## src/rtl/osc_pool_pkg.sv

```systemverilog
package osc_pool_pkg;

    // Read port sequencing
    typedef enum logic [0:0] {
        RD_IDLE  = 1'b0,
        RD_DRIVE = 1'b1
    } rd_state_e;

endpackage

```

## src/rtl/ring_sync.sv

```systemverilog
// Two-stage resynchroniser for a vector of asynchronous ring outputs.
module ring_sync #(
    parameter int WIDTH = 480
) (
    input  logic             clk,
    input  logic             rst,
    input  logic [WIDTH-1:0] async_in,
    output logic [WIDTH-1:0] sync_out
);

    logic [WIDTH-1:0] meta_q;
    logic [WIDTH-1:0] stable_q;

    always_ff @(posedge clk) begin
        if (rst) begin
            meta_q   <= '0;
            stable_q <= '0;
        end else begin
            meta_q   <= async_in;
            stable_q <= meta_q;
        end
    end

    assign sync_out = stable_q;

endmodule

```

## src/rtl/xor_fold_cell.sv

```systemverilog
// One output bit: feedback parity accumulator over one ring group.
module xor_fold_cell #(
    parameter int RINGS = 15
) (
    input  logic             clk,
    input  logic             rst,
    input  logic [RINGS-1:0] samples,
    output logic             acc_bit
);

    logic acc_q;
    logic group_par;

    always_comb begin
        group_par = ^samples;
    end

    always_ff @(posedge clk) begin
        if (rst) begin
            acc_q <= 1'b0;
        end else begin
            acc_q <= acc_q ^ group_par;
        end
    end

    assign acc_bit = acc_q;

endmodule

```

## src/rtl/mix_counter.sv

```systemverilog
// Counts clocks since the last read; saturates at all-ones.
module mix_counter #(
    parameter int CNT_W = 8
) (
    input  logic             clk,
    input  logic             rst,
    input  logic             clr,
    output logic [CNT_W-1:0] count
);

    localparam logic [CNT_W-1:0] CNT_MAX = '1;

    logic [CNT_W-1:0] cnt_q;

    always_ff @(posedge clk) begin
        if (rst || clr) begin
            cnt_q <= '0;
        end else if (cnt_q != CNT_MAX) begin
            cnt_q <= cnt_q + CNT_W'(1);
        end
    end

    assign count = cnt_q;

endmodule

```

## src/rtl/osc_xor_pool.sv

```systemverilog
module osc_xor_pool
    import osc_pool_pkg::*;
#(
    parameter int NUM_BITS      = 32,
    parameter int RINGS_PER_BIT = 15,
    parameter int CNT_W         = 8
) (
    input  logic                              clk,
    input  logic                              rst,
    input  logic [NUM_BITS*RINGS_PER_BIT-1:0] ring_in,
    input  logic                              rd_stb,
    output logic [NUM_BITS-1:0]               rd_data,
    output logic                              rd_valid,
    output logic [CNT_W-1:0]                  sample_count
);

    localparam int RING_TOTAL = NUM_BITS * RINGS_PER_BIT;

    logic [RING_TOTAL-1:0] ring_sync_w;
    logic [NUM_BITS-1:0]   acc_word;
    logic [NUM_BITS-1:0]   rd_data_q;
    rd_state_e             state_q;
    rd_state_e             state_d;

    ring_sync #(.WIDTH(RING_TOTAL)) u_sync (
        .clk      (clk),
        .rst      (rst),
        .async_in (ring_in),
        .sync_out (ring_sync_w)
    );

    for (genvar b = 0; b < NUM_BITS; b++) begin : g_bit
        xor_fold_cell #(.RINGS(RINGS_PER_BIT)) u_cell (
            .clk     (clk),
            .rst     (rst),
            .samples (ring_sync_w[b*RINGS_PER_BIT +: RINGS_PER_BIT]),
            .acc_bit (acc_word[b])
        );
    end

    mix_counter #(.CNT_W(CNT_W)) u_cnt (
        .clk   (clk),
        .rst   (rst),
        .clr   (rd_stb),
        .count (sample_count)
    );

    // Next-state logic
    always_comb begin
        state_d = state_q;
        unique case (state_q)
            RD_IDLE:  state_d = rd_stb ? RD_DRIVE : RD_IDLE;
            RD_DRIVE: state_d = rd_stb ? RD_DRIVE : RD_IDLE;
            default:  state_d = RD_IDLE;
        endcase
    end

    // State register and read data
    always_ff @(posedge clk) begin
        if (rst) begin
            state_q   <= RD_IDLE;
            rd_data_q <= '0;
        end else begin
            state_q <= state_d;
            if (rd_stb) begin
                rd_data_q <= acc_word;
            end
        end
    end

    // Outputs
    always_comb begin
        rd_valid = (state_q == RD_DRIVE);
        rd_data  = rd_data_q;
    end

endmodule

```

## config.mk

```make
export PLATFORM = sky130hd
export DESIGN_NAME = osc_xor_pool
export DESIGN_NICKNAME = d
export VERILOG_FILES = /design/src/rtl/osc_pool_pkg.sv /design/src/rtl/ring_sync.sv /design/src/rtl/xor_fold_cell.sv /design/src/rtl/mix_counter.sv /design/src/rtl/osc_xor_pool.sv
export SDC_FILE = /design/constraint.sdc
export NUM_CORES = 1
export LEC_CHECK = 0
export ABC_AREA = 1
export BUFFER_PORTS_ARGS = -buffer_cell sky130_fd_sc_hd__buf_2
export CORE_AREA = 2 2 525 266
export CTS_BUF_LIST = sky130_fd_sc_hd__clkbuf_2
export DETAILED_ROUTE_END_ITERATION = 6
export DIE_AREA = 0 0 527 268
export GPL_TIMING_DRIVEN = 0
export HOLD_SLACK_MARGIN = 0.1
export PLACE_DENSITY = 0.57
export SETUP_SLACK_MARGIN = 0.15
export SYNTH_ARGS = -nofsm -noshare
export SYNTH_HDL_FRONTEND = slang
export SYNTH_HIERARCHICAL = 1
export SYNTH_SLANG_ARGS = --single-unit
```

## constraint.sdc

```tcl
create_clock -name clk -period 1.32 [get_ports clk]
set_input_delay 0.066 -clock clk [delete_from_list [all_inputs] [get_ports clk]]
set_output_delay 0.066 -clock clk [all_outputs]
set_load 0.05 [all_outputs]
```

==> metrics.md, run 1 <==
| Metric | Value |
|---|---|
| H-tree levels | 4 |
| Commonest cells post-synth | nand2_1 (1967), inv_1 (1642), nor2_1 (1137) |
| Die height | 268 microns |
| Cts repair resizes | 250 |
| Starting density of the core | 29.9% |
| Synth Area in Compound Gates | 0.0767% |
| Status | did not finish |
| Root Buffer | clkbuf_2 |
| Post-synth ARST share | 0% |
| I/O Pins | roughly 520 |
| Number of CTS-inserted buffers | 235 |
| Row cnt | 96 |
| Stop stage | 4_1_cts |
| Register area share after synthesis | 50.7% |
| Post-Synth Simple-Gate Area | 31.6% |
| Top FF cell, synth | dfxtp_1 |
| Synth Cell Area | 0.0408 sq mm |
| Dpl cell area | 0.0457 sq mm |
| IO Port Bufs | about 520 |
| EDFF count, synth | 0 |
| CTS Sinks | 1033 |
| Tool error | [ERROR RSZ-0060] Max buffer count reached. |
| Die width | 527 microns |
| Synth Area in XOR/XNOR | 0% |
| Adder-Cell Fraction of Synth Area | 0.0307% |
| Synth cell types | 18 |
| Syn nets | roughly 6600 |
| Mapped Cells | 6138 |
| Mux cell area share after synthesis | 0% |
| Clock tree buffer depth | 4 |
| Pre-CTS setup slack | -0.779 ns |
| Synth warn | 6 |
| DP HPWL | between 70 and 80 mm |
| Routability cong. | 0.786 |
| Largest family of logic cells by synthesized area | simple AND/OR/NAND/NOR gates |
| Post-synth top area share | 50.7% |
| # Post-CTS Setup Buffers | 8 |
| Synth area leader | dfxtp_1 |
| CTS Hold Bufs | 1779 |
| Count leader, synth | nand2_1 |
| Largest cells by area after synthesis | dfxtp_1 (51%), nand2_1 (18%), inv_1 (15%) |
| Synth Area per Inst | 6.65 sq um |
| Seq cells post-synth | a little over 1000 |
==> kinds of logic after synthesis <==
family | Yosys count
fa+ha+maj | 1
buf+inv | 1792
flops | 1033
compound gates | 6
simple gates | 3306
==> through the flow <==
stage	std cells	TNS (ns)	util, %	hold WS, ns
floorplan	6138	0	-	0.133
global placement	8474	-1435.90	33.5	0.268
detailed placement	8475	-556.04	33.5	0.274
==> run 2: changes to the inputs <==
--- a/config.mk
+++ b/config.mk
@@ -7,14 +7,11 @@
 export LEC_CHECK = 0
 export ABC_AREA = 1
 export BUFFER_PORTS_ARGS = -buffer_cell sky130_fd_sc_hd__buf_2
-export CORE_AREA = 2 2 525 266
-export CTS_BUF_LIST = sky130_fd_sc_hd__clkbuf_2
+export CORE_AREA = 2 2 455 457
 export DETAILED_ROUTE_END_ITERATION = 6
-export DIE_AREA = 0 0 527 268
+export DIE_AREA = 0 0 457 459
 export GPL_TIMING_DRIVEN = 0
-export HOLD_SLACK_MARGIN = 0.1
-export PLACE_DENSITY = 0.57
-export SETUP_SLACK_MARGIN = 0.15
+export PLACE_DENSITY_LB_ADDON = 0.15
 export SYNTH_ARGS = -nofsm -noshare
 export SYNTH_HDL_FRONTEND = slang
 export SYNTH_HIERARCHICAL = 1
==> metrics.md, run 2 <==
| Metric | Value |
|---|---|
| Post-synth ARST share | 0% (unchanged) |
| Fin crit share | 104% |
| Total Routing Usage GR | 11.3% |
| Failing checks | negative setup slack |
| Hold Crit Class | in -> reg |
| Seq cells post-synth | 1033 (unchanged) |
| CTS tree | done |
| Crit path kind | reg -> out |
| Crit-path cells | buf_8 |
| Slowest stage delay, CP | 0.38 ns |
| Max Clock Skew | 0.0289 ns |
| Router iterations before antenna repair | 5 |
| Most frequent cells in the layout | nand2_1 (1958), inv_1 (1640), nor2_1 (1136) |
| Fraction of layout cells with a size suffix above 1 | 14.6% |
| Max-cap violation count | 0 |
| Number of CTS-inserted buffers | 133 (was 235) |
| EDFF count, synth | 0 (unchanged) |
| Syn nets | 6622 (unchanged) |
| Slew HR | 63.1% |
| Initial DRC count | roughly 1200 |
| Post-DR wirelength/cell | 11.3 microns |
| Clock Latency Late Sink | 0.78 ns |
| RSZ-0062 raised after global routing | true |
| CTS Sinks | 1033 (unchanged) |
| I/O Pins | 524 (unchanged) |
| DRT antenna net count | 0 |
| Commonest cells post-synth | nand2_1 (1967), inv_1 (1642), nor2_1 (1137) (unchanged) |
| Critical path buffers and inverters | 1 |
| H-tree levels | 4 (unchanged) |
| Final hold vios | 0 |
| Highest Clock Rate | between 700 and 800 MHz |
| Critical path startpoint | rd_data[30] |
| Top FF cell, synth | dfxtp_1 (unchanged) |
| WP data required | 1.25 ns |
| Starting density of the core | 19.8% (was 29.9%) |
| Post-synth top area share | 50.7% (unchanged) |
| Die Area | 0.210 sq mm |
| Synth Area per Inst | 6.65 sq um (unchanged) |
| Row cnt | 167 (was 96) |
| Total power | roughly 80 mW |
| Seq. cell area | approximately 0.021 sq mm |
| Vias per std cell | 3.50 |
| Setup crit start kind | flip-flop |
| Largest net degree at the start of global routing | 17 |
| Die height | 459 microns (was 268 microns) |
| Critical path endpoint category | primary output |
| First-pass GRT wire length | 185 mm |
| Critical-path top delay cell | dfxtp_4 |
| Count leader, synth | nand2_1 (unchanged) |
| DP HPWL | 82.3 mm (was 71.3 mm) |
| Static Leak | 31.5 nW |
| Area of the multi-input gates | 0.0130 sq mm |
| Drt drc | 0 |
| Status | finished with violations (was did not finish) |
| Die width | 457 microns (was 527 microns) |
| Tmin final | 1.37 ns |
| Synth area leader | dfxtp_1 (unchanged) |
| CTS clk-pin slew, worst paths | 0.05 ns |
| Least-Margin Pin Slew | 0.553 ns |
| Routed Wire Length | 118 mm |
| Largest cells by area after synthesis | dfxtp_1 (51%), nand2_1 (18%), inv_1 (15%) (unchanged) |
| Layout Cells excl Fill | about 10000 |
| Fillers | roughly 22000 |
| Final Setup Violations | 39 |
| Worst IR Drop VDD | 0.00129 V |
| Most common cell after layout, fill and taps aside | nand2_1 |
| Clock tree buffer depth | 3 (was 4) |
| Syn-to-layout area delta | 48.1% |
| Hold_sp | ring_in[131] |
| Slew Limit Fails | 0 |
| Crit-path max FO | 2 |
| Synth Cell Area | 0.0408 sq mm (unchanged) |
| Dpl cells | 9366 (was 8475) |
| Synth cell types | 18 (unchanged) |
| Core area | 0.206 sq mm |
| Pwr dens | between 1000 and 1500 mW/mm^2 |
| Setup WS post-layout | -0.0467 ns |
| Synth warn | 6 (unchanged) |
| Worst path top cell family by delay | flip-flops |
| Routability cong. | 0.729 (was 0.786) |
| Worst R2R Start | u_cnt/count[0] |
| Register area share after synthesis | 50.7% (unchanged) |
| Mapped Cells | 6138 (unchanged) |
| Critical path arrival | 1.30 ns |
| Antenna violations before repair | 7 |
| Vias | between 30000 and 40000 |
| Vias in the first global route | roughly 36000 |
| Root Buffer | clkbuf_16 (was clkbuf_2) |
| Nets@finish | 8126 |
| IO Port Bufs | 523 (unchanged) |
| Grt total ovfl | 0 |
run 2: cell counts after synthesis:
No cell type changed its count.
run 2: logic make-up (layout without fill, tap and decap cells):
| family | Yosys count | after routing | share of synthesized area [%] |
|---|---|---|---|
| compound gates | 6 | 6 | 0.0767 |
| flops | 1033 | 1033 | 50.7 |
| simple gates | 3306 | 3306 | 31.6 |
| other cells | 0 | 2 | 0 |
| buf+inv | 1792 | 3390 | 17.6 |
| fa+ha+maj | 1 | 1 | 0.0307 |
run 2: metrics by stage:
| stage | setup TNS [ns] | util [%] | worst slack (ns) | hold WS (ns) | cell area, sq um |
|---|---|---|---|---|---|
| floorplan | 0 | - | 0.00808 | 0.133 | 40800 |
| global placement | -2005.20 | 22.8 | -2.46 | 0.271 | 46800 |
| detailed placement | -961.99 | 22.8 | -1.44 | 0.274 | 46800 |
| CTS | -5.61 | 29.3 | -0.165 | 0.000135 | 60300 |
| global route | -4.76 | 29.4 | -0.144 | 0.0411 | 60400 |
| finish | -0.657 | 29.4 | -0.0467 | 0.0846 | 60400 |
run 2: worst paths after layout:
path / cells past startpoint / slack, ns / endpoint
min reg2reg: 2 / 0.38 / u_sync/sync_out[324]
max reg2reg: 7 / 0.10 / u_cnt/count[5]
max: 1 / -0.05 / rd_data[30]
min: 4 / 0.08 / u_sync/meta_q[131]
run 2: cell type report:
class                      count  share of cell area, %
antenna                        2                0.00829
buffer                       117                   1.52
clock buffer                 181                   6.21
clock inverter                48                   1.07
inverter                    1675                   10.4
multi-input combinational   3313                   21.5
sequential                  1033                   34.4
tap                         2704                   5.60
timing repair buffer        1369                   19.3
run 2: per-layer routing:
layer | vias to the layer above | GRT usage, % | wire length [microns]
met4 | 0 | 5.17 | 4680
li1 | 19900 | - | -
met5 | - | 0 | 0
met2 | 590 | 19.3 | 54400
met1 | 15800 | 13.4 | 53600
met3 | 234 | 2.56 | 5020
run 2: timing repair:
action,in CTS,in global routing
cloned,0,0
hold buffers,831,0
hold endpoints to repair,533,0
resized for setup,196,38
setup buffers,8,6
pin swaps,0,8
endpoints found under the setup margin,890,55
run 2: power by group:
group          internal, mW  leakage (nW)  switching, mW  total, mW
combinational          4.76          20.8           5.42       10.2
sequential             32.9          8.57          0.811       33.7
clock                  22.2          2.16           14.1       36.4
No activity file was read; power rests on OpenSTA's default activity.
==> run 3: changes to the inputs <==
--- a/config.mk
+++ b/config.mk
@@ -12,6 +12,7 @@
 export DIE_AREA = 0 0 457 459
 export GPL_TIMING_DRIVEN = 0
 export PLACE_DENSITY_LB_ADDON = 0.15
+export RECOVER_POWER = 100
 export SYNTH_ARGS = -nofsm -noshare
 export SYNTH_HDL_FRONTEND = slang
 export SYNTH_HIERARCHICAL = 1
==> metrics.md, run 3 (synthesis results as in run 2) <==
| Metric | Value |
|---|---|
| Static Leak | 31.5 nW (about the same) |
| CTS tree | done (unchanged) |
| DP HPWL | 82.3 mm (unchanged) |
| Die height | 459 microns (unchanged) |
| WP data required | 1.25 ns (about the same) |
| Worst R2R Start | u_cnt/count[0] (unchanged) |
| Drt drc | 0 (unchanged) |
| Clock tree buffer depth | 3 (unchanged) |
| Core area | 0.206 sq mm (unchanged) |
| Max Clock Skew | 0.0292 ns (was 0.0289 ns) |
| Fillers | 22100 (was 22000) |
| Crit-path max FO | 2 (unchanged) |
| Dpl cell area | 0.0468 sq mm (unchanged) |
| Slew Limit Fails | 0 (unchanged) |
| Most common cell after layout, fill and taps aside | nand2_1 (unchanged) |
| Row cnt | 167 (unchanged) |
| First-pass GRT wire length | 185 mm (unchanged) |
| Starting density of the core | 19.8% (unchanged) |
| Router iterations before antenna repair | 5 (unchanged) |
| Max-cap violation count | 0 (unchanged) |
| RSZ-0062 raised after global routing | true (unchanged) |
| Antenna violations before repair | 7 (unchanged) |
| Slowest stage delay, CP | 0.38 ns (about the same) |
| R2R depth | 7 (unchanged) |
| Failing checks | negative setup slack (unchanged) |
| Critical path startpoint | rd_data[30] (unchanged) |
| Largest net degree at the start of global routing | 17 (unchanged) |
| Routed Wire Length | 118 mm (about the same) |
| Worst path top cell family by delay | flip-flops (unchanged) |
| Vias per std cell | 3.49 (was 3.50) |
| Setup WS post-layout | -0.0496 ns (was -0.0467 ns) |
| Total Routing Usage GR | 11.3% (unchanged) |
| Most frequent cells in the layout | nand2_1 (1971), inv_1 (1640), nor2_1 (1137) (was nand2_1 (1958), inv_1 (1640), nor2_1 (1136)) |
| Final Setup Violations | 42 (was 39) |
| Met1 Resource Use GR | 13.4% (unchanged) |
| Met3 Resource Use GR | 2.56% (unchanged) |
| Tmin final | 1.37 ns (about the same) |
| Syn-to-layout area delta | 47.7% (was 48.1%) |
| Hold Crit Class | in -> reg (unchanged) |
| Post-DR wirelength/cell | 11.3 microns (about the same) |
| Vias in the first global route | 36200 (unchanged) |
| Crit path to | rd_data[30] (unchanged) |
| Fin crit share | 104% (about the same) |
| Pre-CTS setup slack | -1.44 ns (unchanged) |
| IO Port Bufs | 523 (unchanged) |
| Highest Clock Rate | 730 MHz (was 732 MHz) |
| CTS clk-pin slew, worst paths | 0.05 ns (about the same) |
| Crit-path cells | buf_8 (unchanged) |
| Critical path arrival | 1.30 ns (about the same) |
| Fraction of layout cells with a size suffix above 1 | 14.4% (was 14.6%) |
| H-tree levels | 4 (unchanged) |
| Die width | 457 microns (unchanged) |
| Pwr dens | 1330 mW/mm^2 (about the same) |
| Critical path buffers and inverters | 1 (unchanged) |
| Crit path kind | reg -> out (unchanged) |
| Setup crit start kind | flip-flop (unchanged) |
| Critical-path top delay cell | dfxtp_4 (unchanged) |
| RR Endpoint | u_cnt/count[5] (unchanged) |
| Grt total ovfl | 0 (unchanged) |
| Gr busiest metal | met2 (unchanged) |
| Routability cong. | 0.729 (unchanged) |
| Design Area, Final | 0.0603 sq mm (was 0.0604 sq mm) |
| Slew HR | 63.8% (was 63.1%) |
| Number of CTS-inserted buffers | 133 (unchanged) |
| Clock Latency Late Sink | 0.78 ns (about the same) |
| Nets@finish | 8126 (unchanged) |
| Initial DRC count | 1119 (was 1152) |
| DRT antenna net count | 0 (unchanged) |
| CTS Sinks | 1033 (unchanged) |
| Least-Margin Pin Slew | 0.543 ns (was 0.553 ns) |
| Final hold vios | 0 (unchanged) |
| Vias | 36500 (about the same) |
| I/O Pins | 524 (unchanged) |
| Critical path endpoint category | primary output (unchanged) |
| Worst IR Drop VDD | 0.00129 V (about the same) |
| Critical Path Stages | 1 (unchanged) |
| Die Area | 0.210 sq mm (unchanged) |
| FF-to-FF setup slack | -0.03 ns (was 0.10 ns) |
| Root Buffer | clkbuf_16 (unchanged) |
| Status | finished with violations (unchanged) |
| Met2 GRT Util | 19.3% (unchanged) |
run 3: cell count changes in the layout (fill, tap and decap cells not counted), moves of 4 or more:
cell      delta
buf_2       -33
buf_4       +12
buf_6       -15
clkbuf_1     +4
clkbuf_2    +33
nand2_1     +13
nand2_2     -12
run 3: per-stage QoR:
stage	hold slack (ns)	power [mW]	instances	utilization, %	setup TNS (ns)
2_1_floorplan	0.133	39.6	6138	-	0
4_1_cts	0.000135	82.1	10400	29.3	-5.61
3_3_place_gp	0.271	42.4	9365	22.8	-2005.20
5_1_grt	0.0411	84.8	10400	29.3	-19.10
6_report	0.0847	80.2	10400	29.3	-0.703
3_5_place_dp	0.274	42.5	9366	22.8	-961.99
run 3: timing repair:
item                       in CTS  in global routing
hold buffers                  831                  0
pin swaps                       0                  8
setup buffers                   8                  6
gates resized for setup       196                 38
hold endpoints to repair      533                  0
setup endpoints to repair     890                 55
run 3: layer usage:
metal  routed length, microns  up-vias
met5                        0        -
li1                         -    19900
met1                    53600    15800
met4                     4670        0
met2                    54400      577
met3                     4980      230
run 3: how the worst min path moves through the flow:
| stage | slack (ns) | start | cells after the start | end |
|---|---|---|---|---|
| after CTS | 0.0001 | ring_in[455] | 4 | u_sync/meta_q[455] |
| after floorplan | 0.13 | rst | 1 | g_bit[0].u_cell/acc_bit |
| after detailed placement | 0.27 | ring_in[479] | 3 | u_sync/meta_q[479] |
| after global routing | 0.04 | ring_in[43] | 4 | u_sync/meta_q[43] |
| final | 0.08 | ring_in[131] | 4 | u_sync/meta_q[131] |
| after global placement | 0.27 | ring_in[469] | 3 | u_sync/meta_q[469] |
run 3: power by group:
group          switching [mW]  internal, mW  total (mW)
clock network            14.1          22.2        36.4
registers               0.811          32.9        33.7
logic                    5.39          4.73        10.1
total                    20.3          59.8        80.2
run 3: area by class of cell:
| cell class | count | area, sq um | area share (%) |
|---|---|---|---|
| sequential | 1033 | 20800 | 34.5 |
| multi-input combinational | 3313 | 12900 | 21.5 |
| timing repair buffer | 1369 | 11600 | 19.3 |
| inverter | 1675 | 6290 | 10.4 |
| clock buffer | 181 | 3750 | 6.22 |
| tap | 2704 | 3380 | 5.61 |
| buffer | 117 | 836 | 1.39 |
| clock inverter | 48 | 646 | 1.07 |
| antenna | 2 | 5.00 | 0.00831 |
